File: config.mk
export PLATFORM = sky130hd
export DESIGN_NAME = spi_cfg_slave
export DESIGN_NICKNAME = d
export VERILOG_FILES = /design/src/rtl/spi_cfg_pkg.sv /design/src/rtl/spi_cfg_sync.sv /design/src/rtl/spi_cfg_shifter.sv /design/src/rtl/spi_cfg_ctrl.sv /design/src/rtl/spi_cfg_regbank.sv /design/src/rtl/spi_cfg_slave.sv
export SDC_FILE = /design/constraint.sdc
export NUM_CORES = 2
export LEC_CHECK = 0
export BUFFER_PORTS_ARGS = -buffer_cell sky130_fd_sc_hd__buf_2
export CAP_MARGIN = 20
export CORE_ASPECT_RATIO = 1.2
export CORE_UTILIZATION = 36
export DETAILED_ROUTE_END_ITERATION = 10
export PLACE_DENSITY = 0.54
export SLEW_MARGIN = 20
export SYNTH_ARGS = -nofsm -noshare
export SYNTH_HDL_FRONTEND = slang
export SYNTH_SLANG_ARGS = --single-unit
File: constraint.sdc
create_clock -name clk -period 4.5 [get_ports clk]
set_input_delay 0 -clock clk [delete_from_list [all_inputs] [get_ports clk]]
set_output_delay 0 -clock clk [all_outputs]
set_load 0.02 [all_outputs]
File: src/rtl/spi_cfg_pkg.sv
package spi_cfg_pkg;

  localparam int unsigned BYTE_W = 8;
  localparam int unsigned ADDR_W = 8;

  localparam logic [BYTE_W-1:0] OPC_READ  = 8'h03;
  localparam logic [BYTE_W-1:0] OPC_WRITE = 8'h02;

  typedef enum logic [2:0] {
    PH_CMD,
    PH_RADDR,
    PH_WADDR,
    PH_RDATA,
    PH_WDATA,
    PH_SKIP
  } phase_e;

endpackage

File: src/rtl/spi_cfg_sync.sv
module spi_cfg_sync #(
  parameter int unsigned W       = 3,
  parameter int unsigned STAGES  = 2,
  parameter logic [W-1:0] RST_VAL = '0
) (
  input  logic         clk,
  input  logic         rst,
  input  logic [W-1:0] d_in,
  output logic [W-1:0] d_out
);

  logic [W-1:0] stg [STAGES];

  always_ff @(posedge clk) begin
    if (rst) stg[0] <= RST_VAL;
    else     stg[0] <= d_in;
  end

  for (genvar s = 1; s < STAGES; s++) begin : g_stage
    always_ff @(posedge clk) begin
      if (rst) stg[s] <= RST_VAL;
      else     stg[s] <= stg[s-1];
    end
  end

  assign d_out = stg[STAGES-1];

endmodule

File: src/rtl/spi_cfg_shifter.sv
module spi_cfg_shifter
  import spi_cfg_pkg::*;
(
  input  logic              clk,
  input  logic              rst,
  input  logic              sel,
  input  logic              sclk_s,
  input  logic              sdi_s,
  input  logic              tx_en,
  input  logic [BYTE_W-1:0] tx_byte,
  output logic              byte_done,
  output logic [BYTE_W-1:0] rx_byte,
  output logic              sdo,
  output logic              sdo_oe
);

  localparam int unsigned CNT_W = $clog2(BYTE_W);
  localparam logic [CNT_W-1:0] LAST_BIT = CNT_W'(BYTE_W - 1);

  logic              sclk_d;
  logic [CNT_W-1:0]  bit_cnt;
  logic [BYTE_W-1:0] rx_sh;
  logic [BYTE_W-1:0] tx_sh;
  logic              rise;
  logic              fall;

  assign rise = sclk_s & ~sclk_d;
  assign fall = ~sclk_s & sclk_d;

  always_ff @(posedge clk) begin
    if (rst) begin
      sclk_d    <= 1'b0;
      bit_cnt   <= '0;
      rx_sh     <= '0;
      tx_sh     <= '0;
      rx_byte   <= '0;
      byte_done <= 1'b0;
      sdo       <= 1'b0;
      sdo_oe    <= 1'b0;
    end else begin
      sclk_d    <= sclk_s;
      byte_done <= 1'b0;
      sdo_oe    <= sel;
      if (!sel) begin
        bit_cnt <= '0;
        sdo     <= 1'b0;
      end else begin
        if (rise) begin
          rx_sh   <= {rx_sh[BYTE_W-2:0], sdi_s};
          bit_cnt <= bit_cnt + 1'b1;
          if (bit_cnt == LAST_BIT) begin
            byte_done <= 1'b1;
            rx_byte   <= {rx_sh[BYTE_W-2:0], sdi_s};
          end
        end
        if (!tx_en) begin
          sdo <= 1'b0;
        end else if (fall) begin
          if (bit_cnt == '0) begin
            sdo   <= tx_byte[BYTE_W-1];
            tx_sh <= {tx_byte[BYTE_W-2:0], 1'b0};
          end else begin
            sdo   <= tx_sh[BYTE_W-1];
            tx_sh <= {tx_sh[BYTE_W-2:0], 1'b0};
          end
        end
      end
    end
  end

endmodule

File: src/rtl/spi_cfg_ctrl.sv
module spi_cfg_ctrl
  import spi_cfg_pkg::*;
#(
  parameter int unsigned DEPTH = 198
) (
  input  logic              clk,
  input  logic              rst,
  input  logic              sel,
  input  logic              byte_done,
  input  logic [BYTE_W-1:0] rx_byte,
  output phase_e            phase,
  output logic [ADDR_W-1:0] cur_addr,
  output logic              adv,
  output logic              wr_en,
  output logic [ADDR_W-1:0] wr_addr,
  output logic [BYTE_W-1:0] wr_data,
  output logic              rd_en,
  output logic [ADDR_W-1:0] rd_addr
);

  localparam int unsigned LAST = DEPTH - 1;

  logic [ADDR_W-1:0] nxt_addr;

  assign nxt_addr = (int'(cur_addr) >= LAST) ? '0 : cur_addr + 1'b1;
  assign adv      = sel && byte_done && (phase == PH_RDATA || phase == PH_WDATA);

  always_ff @(posedge clk) begin
    if (rst) begin
      phase    <= PH_CMD;
      cur_addr <= '0;
      wr_en    <= 1'b0;
      wr_addr  <= '0;
      wr_data  <= '0;
      rd_en    <= 1'b0;
      rd_addr  <= '0;
    end else begin
      wr_en <= 1'b0;
      rd_en <= 1'b0;
      if (!sel) begin
        phase <= PH_CMD;
      end else if (byte_done) begin
        case (phase)
          PH_CMD: begin
            if (rx_byte == OPC_READ)       phase <= PH_RADDR;
            else if (rx_byte == OPC_WRITE) phase <= PH_WADDR;
            else                           phase <= PH_SKIP;
          end
          PH_RADDR: begin
            cur_addr <= rx_byte;
            rd_en    <= 1'b1;
            rd_addr  <= rx_byte;
            phase    <= PH_RDATA;
          end
          PH_WADDR: begin
            cur_addr <= rx_byte;
            phase    <= PH_WDATA;
          end
          PH_RDATA: begin
            cur_addr <= nxt_addr;
            rd_en    <= 1'b1;
            rd_addr  <= nxt_addr;
          end
          PH_WDATA: begin
            wr_en    <= int'(cur_addr) < DEPTH;
            wr_addr  <= cur_addr;
            wr_data  <= rx_byte;
            cur_addr <= nxt_addr;
          end
          default: ;
        endcase
      end
    end
  end

endmodule

File: src/rtl/spi_cfg_regbank.sv
module spi_cfg_regbank
  import spi_cfg_pkg::*;
#(
  parameter int unsigned DEPTH = 198
) (
  input  logic              clk,
  input  logic              rst,
  input  logic              a_we,
  input  logic [ADDR_W-1:0] a_waddr,
  input  logic [BYTE_W-1:0] a_wdata,
  input  logic              a_re,
  input  logic [ADDR_W-1:0] a_raddr,
  output logic [BYTE_W-1:0] a_rdata,
  input  logic [ADDR_W-1:0] b_addr,
  output logic [BYTE_W-1:0] b_rdata
);

  localparam int unsigned IDX_W = $clog2(DEPTH);

  logic [BYTE_W-1:0] mem [DEPTH];
  logic [BYTE_W-1:0] a_raw;
  logic [BYTE_W-1:0] b_raw;
  logic              a_ok;
  logic              b_ok;

  always_ff @(posedge clk) begin
    if (a_we) mem[a_waddr[IDX_W-1:0]] <= a_wdata;
    if (a_re) a_raw <= mem[a_raddr[IDX_W-1:0]];
    b_raw <= mem[b_addr[IDX_W-1:0]];
  end

  always_ff @(posedge clk) begin
    if (rst) begin
      a_ok <= 1'b0;
      b_ok <= 1'b0;
    end else begin
      if (a_re) a_ok <= int'(a_raddr) < DEPTH;
      b_ok <= int'(b_addr) < DEPTH;
    end
  end

  assign a_rdata = a_ok ? a_raw : '0;
  assign b_rdata = b_ok ? b_raw : '0;

endmodule

File: src/rtl/spi_cfg_slave.sv
module spi_cfg_slave
  import spi_cfg_pkg::*;
#(
  parameter int unsigned DEPTH       = 198,
  parameter int unsigned SYNC_STAGES = 2
) (
  input  logic              clk,
  input  logic              rst,
  input  logic              spi_cs_n,
  input  logic              spi_sclk,
  input  logic              spi_sdi,
  output logic              spi_sdo,
  output logic              spi_sdo_oe,
  input  logic [ADDR_W-1:0] host_raddr,
  output logic [BYTE_W-1:0] host_rdata
);

  logic [2:0]        pins_s;
  logic              sel;
  logic              byte_done;
  logic [BYTE_W-1:0] rx_byte;
  logic [BYTE_W-1:0] tx_byte;
  phase_e            phase;
  logic [ADDR_W-1:0] cur_addr;
  logic              adv;
  logic              wr_en;
  logic [ADDR_W-1:0] wr_addr;
  logic [BYTE_W-1:0] wr_data;
  logic              rd_en;
  logic [ADDR_W-1:0] rd_addr;

  spi_cfg_sync #(
    .W       (3),
    .STAGES  (SYNC_STAGES),
    .RST_VAL (3'b100)
  ) u_sync (
    .clk   (clk),
    .rst   (rst),
    .d_in  ({spi_cs_n, spi_sclk, spi_sdi}),
    .d_out (pins_s)
  );

  assign sel = ~pins_s[2];

  spi_cfg_shifter u_shift (
    .clk       (clk),
    .rst       (rst),
    .sel       (sel),
    .sclk_s    (pins_s[1]),
    .sdi_s     (pins_s[0]),
    .tx_en     (phase == PH_RDATA),
    .tx_byte   (tx_byte),
    .byte_done (byte_done),
    .rx_byte   (rx_byte),
    .sdo       (spi_sdo),
    .sdo_oe    (spi_sdo_oe)
  );

  spi_cfg_ctrl #(
    .DEPTH (DEPTH)
  ) u_ctrl (
    .clk       (clk),
    .rst       (rst),
    .sel       (sel),
    .byte_done (byte_done),
    .rx_byte   (rx_byte),
    .phase     (phase),
    .cur_addr  (cur_addr),
    .adv       (adv),
    .wr_en     (wr_en),
    .wr_addr   (wr_addr),
    .wr_data   (wr_data),
    .rd_en     (rd_en),
    .rd_addr   (rd_addr)
  );

  spi_cfg_regbank #(
    .DEPTH (DEPTH)
  ) u_bank (
    .clk     (clk),
    .rst     (rst),
    .a_we    (wr_en),
    .a_waddr (wr_addr),
    .a_wdata (wr_data),
    .a_re    (rd_en),
    .a_raddr (rd_addr),
    .a_rdata (tx_byte),
    .b_addr  (host_raddr),
    .b_rdata (host_rdata)
  );

endmodule

==> impl_metrics.csv <==
group,metric,value,unit
synthesis,synth_cell_types,68,
critical_path,critPathCaptureType,"register",
routing,routed_wl,282000,um
routing,drc,0,
power,power,32.65,mW
clock_network,cts_tree,"built",
sta,max_freq,234.0,MHz
clock_network,cts_buffers,168,
global_route,grt_max_degree,200,
power,power_leakage,27.65,nW
floorplanning,pin_count,23,
placed_design,io_buffers,22,
sta,period_share,0.9497,
synthesis,synthTopCellsByArea,"edfxtp_1 61%, mux4_2 20%, mux2i_1 4.3%",
sta,period_needed,4.274,ns
routing,first_pass_iters,6,
clock_network,cts.clk_slew.worst_paths,0.07,ns
clock_network,insertion_delay,0.85,ns
flow_run,cap_viol_max_count,0,
clock_network,cts_setup_buffers,0,
finish,syn_to_final_growth,13.82,%
global_route,grt_pass1_vias,47820,
sta,hold_violations,0,
critical_path,cp.required,5.08,ns
sta,finClkSkew,0.03525,ns
synthesis,synth-seq-area-share,0.6306,
placed_design,routabilityCongestion,0.9412,
critical_path,crit_type,"register to register",
global_route,gr-total-overflow,0,
placed_design,dp.final_hpwl,183500,um
synthesis,synthesis.instances,4404,
critical_path,critical_path.startpoint_type,"register",
sta,slew_headroom,0.1660,
floorplanning,core_area,216400,um2
sta,setup_viol_count_final,0,
floorplanning,num_rows,187,
status,outcome,"completed",
synthesis,synth.avg_cell_area,17.81,um2
synthesis,yosysWarnings,0,
synthesis,synth_top_area_frac,0.6097,
floorplanning,dieArea,219700,um2
floorplanning,initial_utilization,0.3623,
critical_path,critPathArrivalTime,4.85,ns
power,peakVddDrop,275.6,uV
synthesis,dominantRegCellSynth,"edfxtp_1",
clock_network,clock-sinks,1674,
clock_network,cts-root-buf,"clkbuf_16",
floorplanning,die_height,513.3,um
clock_network,hold_buffers,16,
global_route,antenna_found_initial,19,
clock_network,htreeDepth,4,
finish,drive_above_1_share,0.2902,
synthesis,async_flop_share,0,
synthesis,synth_edf_count,1592,
finish,nets,4652,
worst_hold_path,min_path_type,"input port to register",
clock_network,cts_buffer_depth,3,
routing,vias,48230,
global_route,grt_usage,0.2536,
clock_network,cts_resized,0,
sta,finalMaxSlewViolations,0,
critical_path,path_max_fanout,23,
routing,ant_nets,0,
finish,fill_cells,19120,
sta,rsz0062_at_grt,"no",
sta,whs,0.1812,ns
floorplanning,die_x,428.0,um
sta,worst_slew_pin_slew,1.245,ns
synthesis,synth_nets,4423,
synthesis,synth_top_area_cell,"edfxtp_1",
routing,drtIter0Drc,6653,
sta,setup_tns,0,ns
synthesis,ys_ff_latch,1674,
global_route,grt_pass1_wl,388900,um
routing,viasPerCell,6.333,
power,power_density,365.8,nW/um2
synthesis,synth.cell_area,78410,um2
routing,wl_per_cell,37.03,um
==> cells in the final DEF (no fill, tap or decap), drive strengths merged, types with 18 or more instances in the layout <==
cell,synthesis,layout
a211oi,32,32
o22ai,77,77
edfxtp,1592,1592
nor2b,27,27
inv,16,21
o221ai,136,136
a22oi,28,28
nand3,59,59
clkinv,3,72
o21ai,56,56
nor2,290,290
dfxtp,82,82
bufinv,0,18
clkbuf,145,213
nand2,193,193
and2,26,26
buf,194,382
mux4,707,707
nor3,52,52
mux2i,338,338
a21oi,121,121
==> final timing paths <==
kind	slack, ns	endpoint	from	depth (start not counted)
hold / removal	0.18	u_ctrl.cur_addr[2]$_SDFFE_PP0P_	rst	3
setup reg to reg	0.23	u_bank.a_raw[1]$_DFFE_PP_	u_ctrl.rd_addr[0]$_SDFFE_PP0P_	9
hold reg to reg	0.41	u_sync.stg[1][2]$_SDFF_PP1_	u_sync.stg[0][2]$_SDFF_PP1_	1
setup / recovery	0.23	u_bank.a_raw[1]$_DFFE_PP_	u_ctrl.rd_addr[0]$_SDFFE_PP0P_	9
==> routing by layer <==
metal  global-route usage  vias up  part of all wire
li1                     -    19060                 -
met1               0.3225    25770              0.38
met2               0.4043     2751              0.47
met3              0.05203      628             0.090
met4               0.1444       14             0.065
met5             0.002623        -           0.00029
==> flip-flops by register name (all words and copies together), names as in the netlist, 3 cells and up <==
register	flops
u_bank.mem	1584
u_bank.a_raw	8
u_bank.b_raw	8
u_ctrl.cur_addr	8
u_ctrl.rd_addr	8
u_ctrl.wr_addr	8
u_ctrl.wr_data	8
u_shift.rx_byte	8
u_shift.rx_sh	7
u_shift.tx_sh	7
u_sync.stg	6
u_ctrl.phase	3
u_shift.bit_cnt	3
==> critical path, cell delays in order (launching register included) <==
cell	delay [ns]
dfxtp_4	0.77
buf_4	0.36
buf_4	0.28
buf_4	0.40
mux4_2	0.56
o22ai_1	0.18
nor2_1	0.08
a2111oi_0	1.00
buf_4	0.26
o221ai_1	0.09
==> cell families (layout without fill, tap and decap cells) <==
logic type                 Yosys count  in the layout  share of synthesized area
AOI/OAI and AO/OA                  570            570                    0.05111
xor gates and xnor gates             7              7                  0.0007819
adders and majority gates            6              6                  0.0009574
buffers and inverters              358            730                    0.02641
DFF                               1674           1674                     0.6306
muxes                             1062           1062                     0.2491
other                                0              5                          0
and+or+nand+nor                    727            727                    0.04102
==> cell type report <==
class / count / area (um2) / area share
clock buffers: 213 / 4541 / 0.05088
clock inverters: 100 / 1087 / 0.01218
multi-input cells: 2372 / 26970 / 0.3022
flip-flops and latches: 1674 / 49500 / 0.5546
inverters: 19 / 82.58 / 0.0009253
well taps: 2835 / 3547 / 0.03974
diodes: 5 / 12.51 / 0.0001402
repair buffers: 398 / 3515 / 0.03938
==> power by group <==
part,switching (mW),internal (mW)
Clock,6.29,8.23
Combinational,0.812,0.524
Sequential,0.00797,16.8
==> Yosys cell counts (all sizes together) (5+ instances only) <==
master / n
nor3: 52
clkbuf: 145
or2: 7
a21oi: 121
mux2: 17
nor4: 17
mux4: 707
nand2b: 16
mux2i: 338
o22ai: 77
or3: 5
nor2b: 27
nand2: 193
buf: 194
and3: 7
edfxtp: 1592
o221ai: 136
a31oi: 13
a311oi: 7
and2: 26
o311ai: 16
nor2: 290
a22oi: 28
o31ai: 12
a211oi: 32
nor3b: 5
a2111oi: 9
nand4: 17
dfxtp: 82
ha: 6
a22o: 8
a221oi: 10
o21ai: 56
inv: 16
o211ai: 12
nand3: 59
==> through the flow <==
stage | std cells | util | worst slack [ns] | cell area, um2
2_1_floorplan | 4404 | - | 1.102 | 78410
3_3_place_gp | 7282 | 0.3855 | 0.1564 | 83440
3_5_place_dp | 7282 | 0.3855 | 0.3218 | 83440
4_1_cts | 7611 | 0.4123 | 0.3148 | 89220
5_1_grt | 7612 | 0.4123 | 0.1618 | 89240
6_report | 7616 | 0.4124 | 0.2265 | 89250
Note: power is estimated with default switching activity, not from simulation.
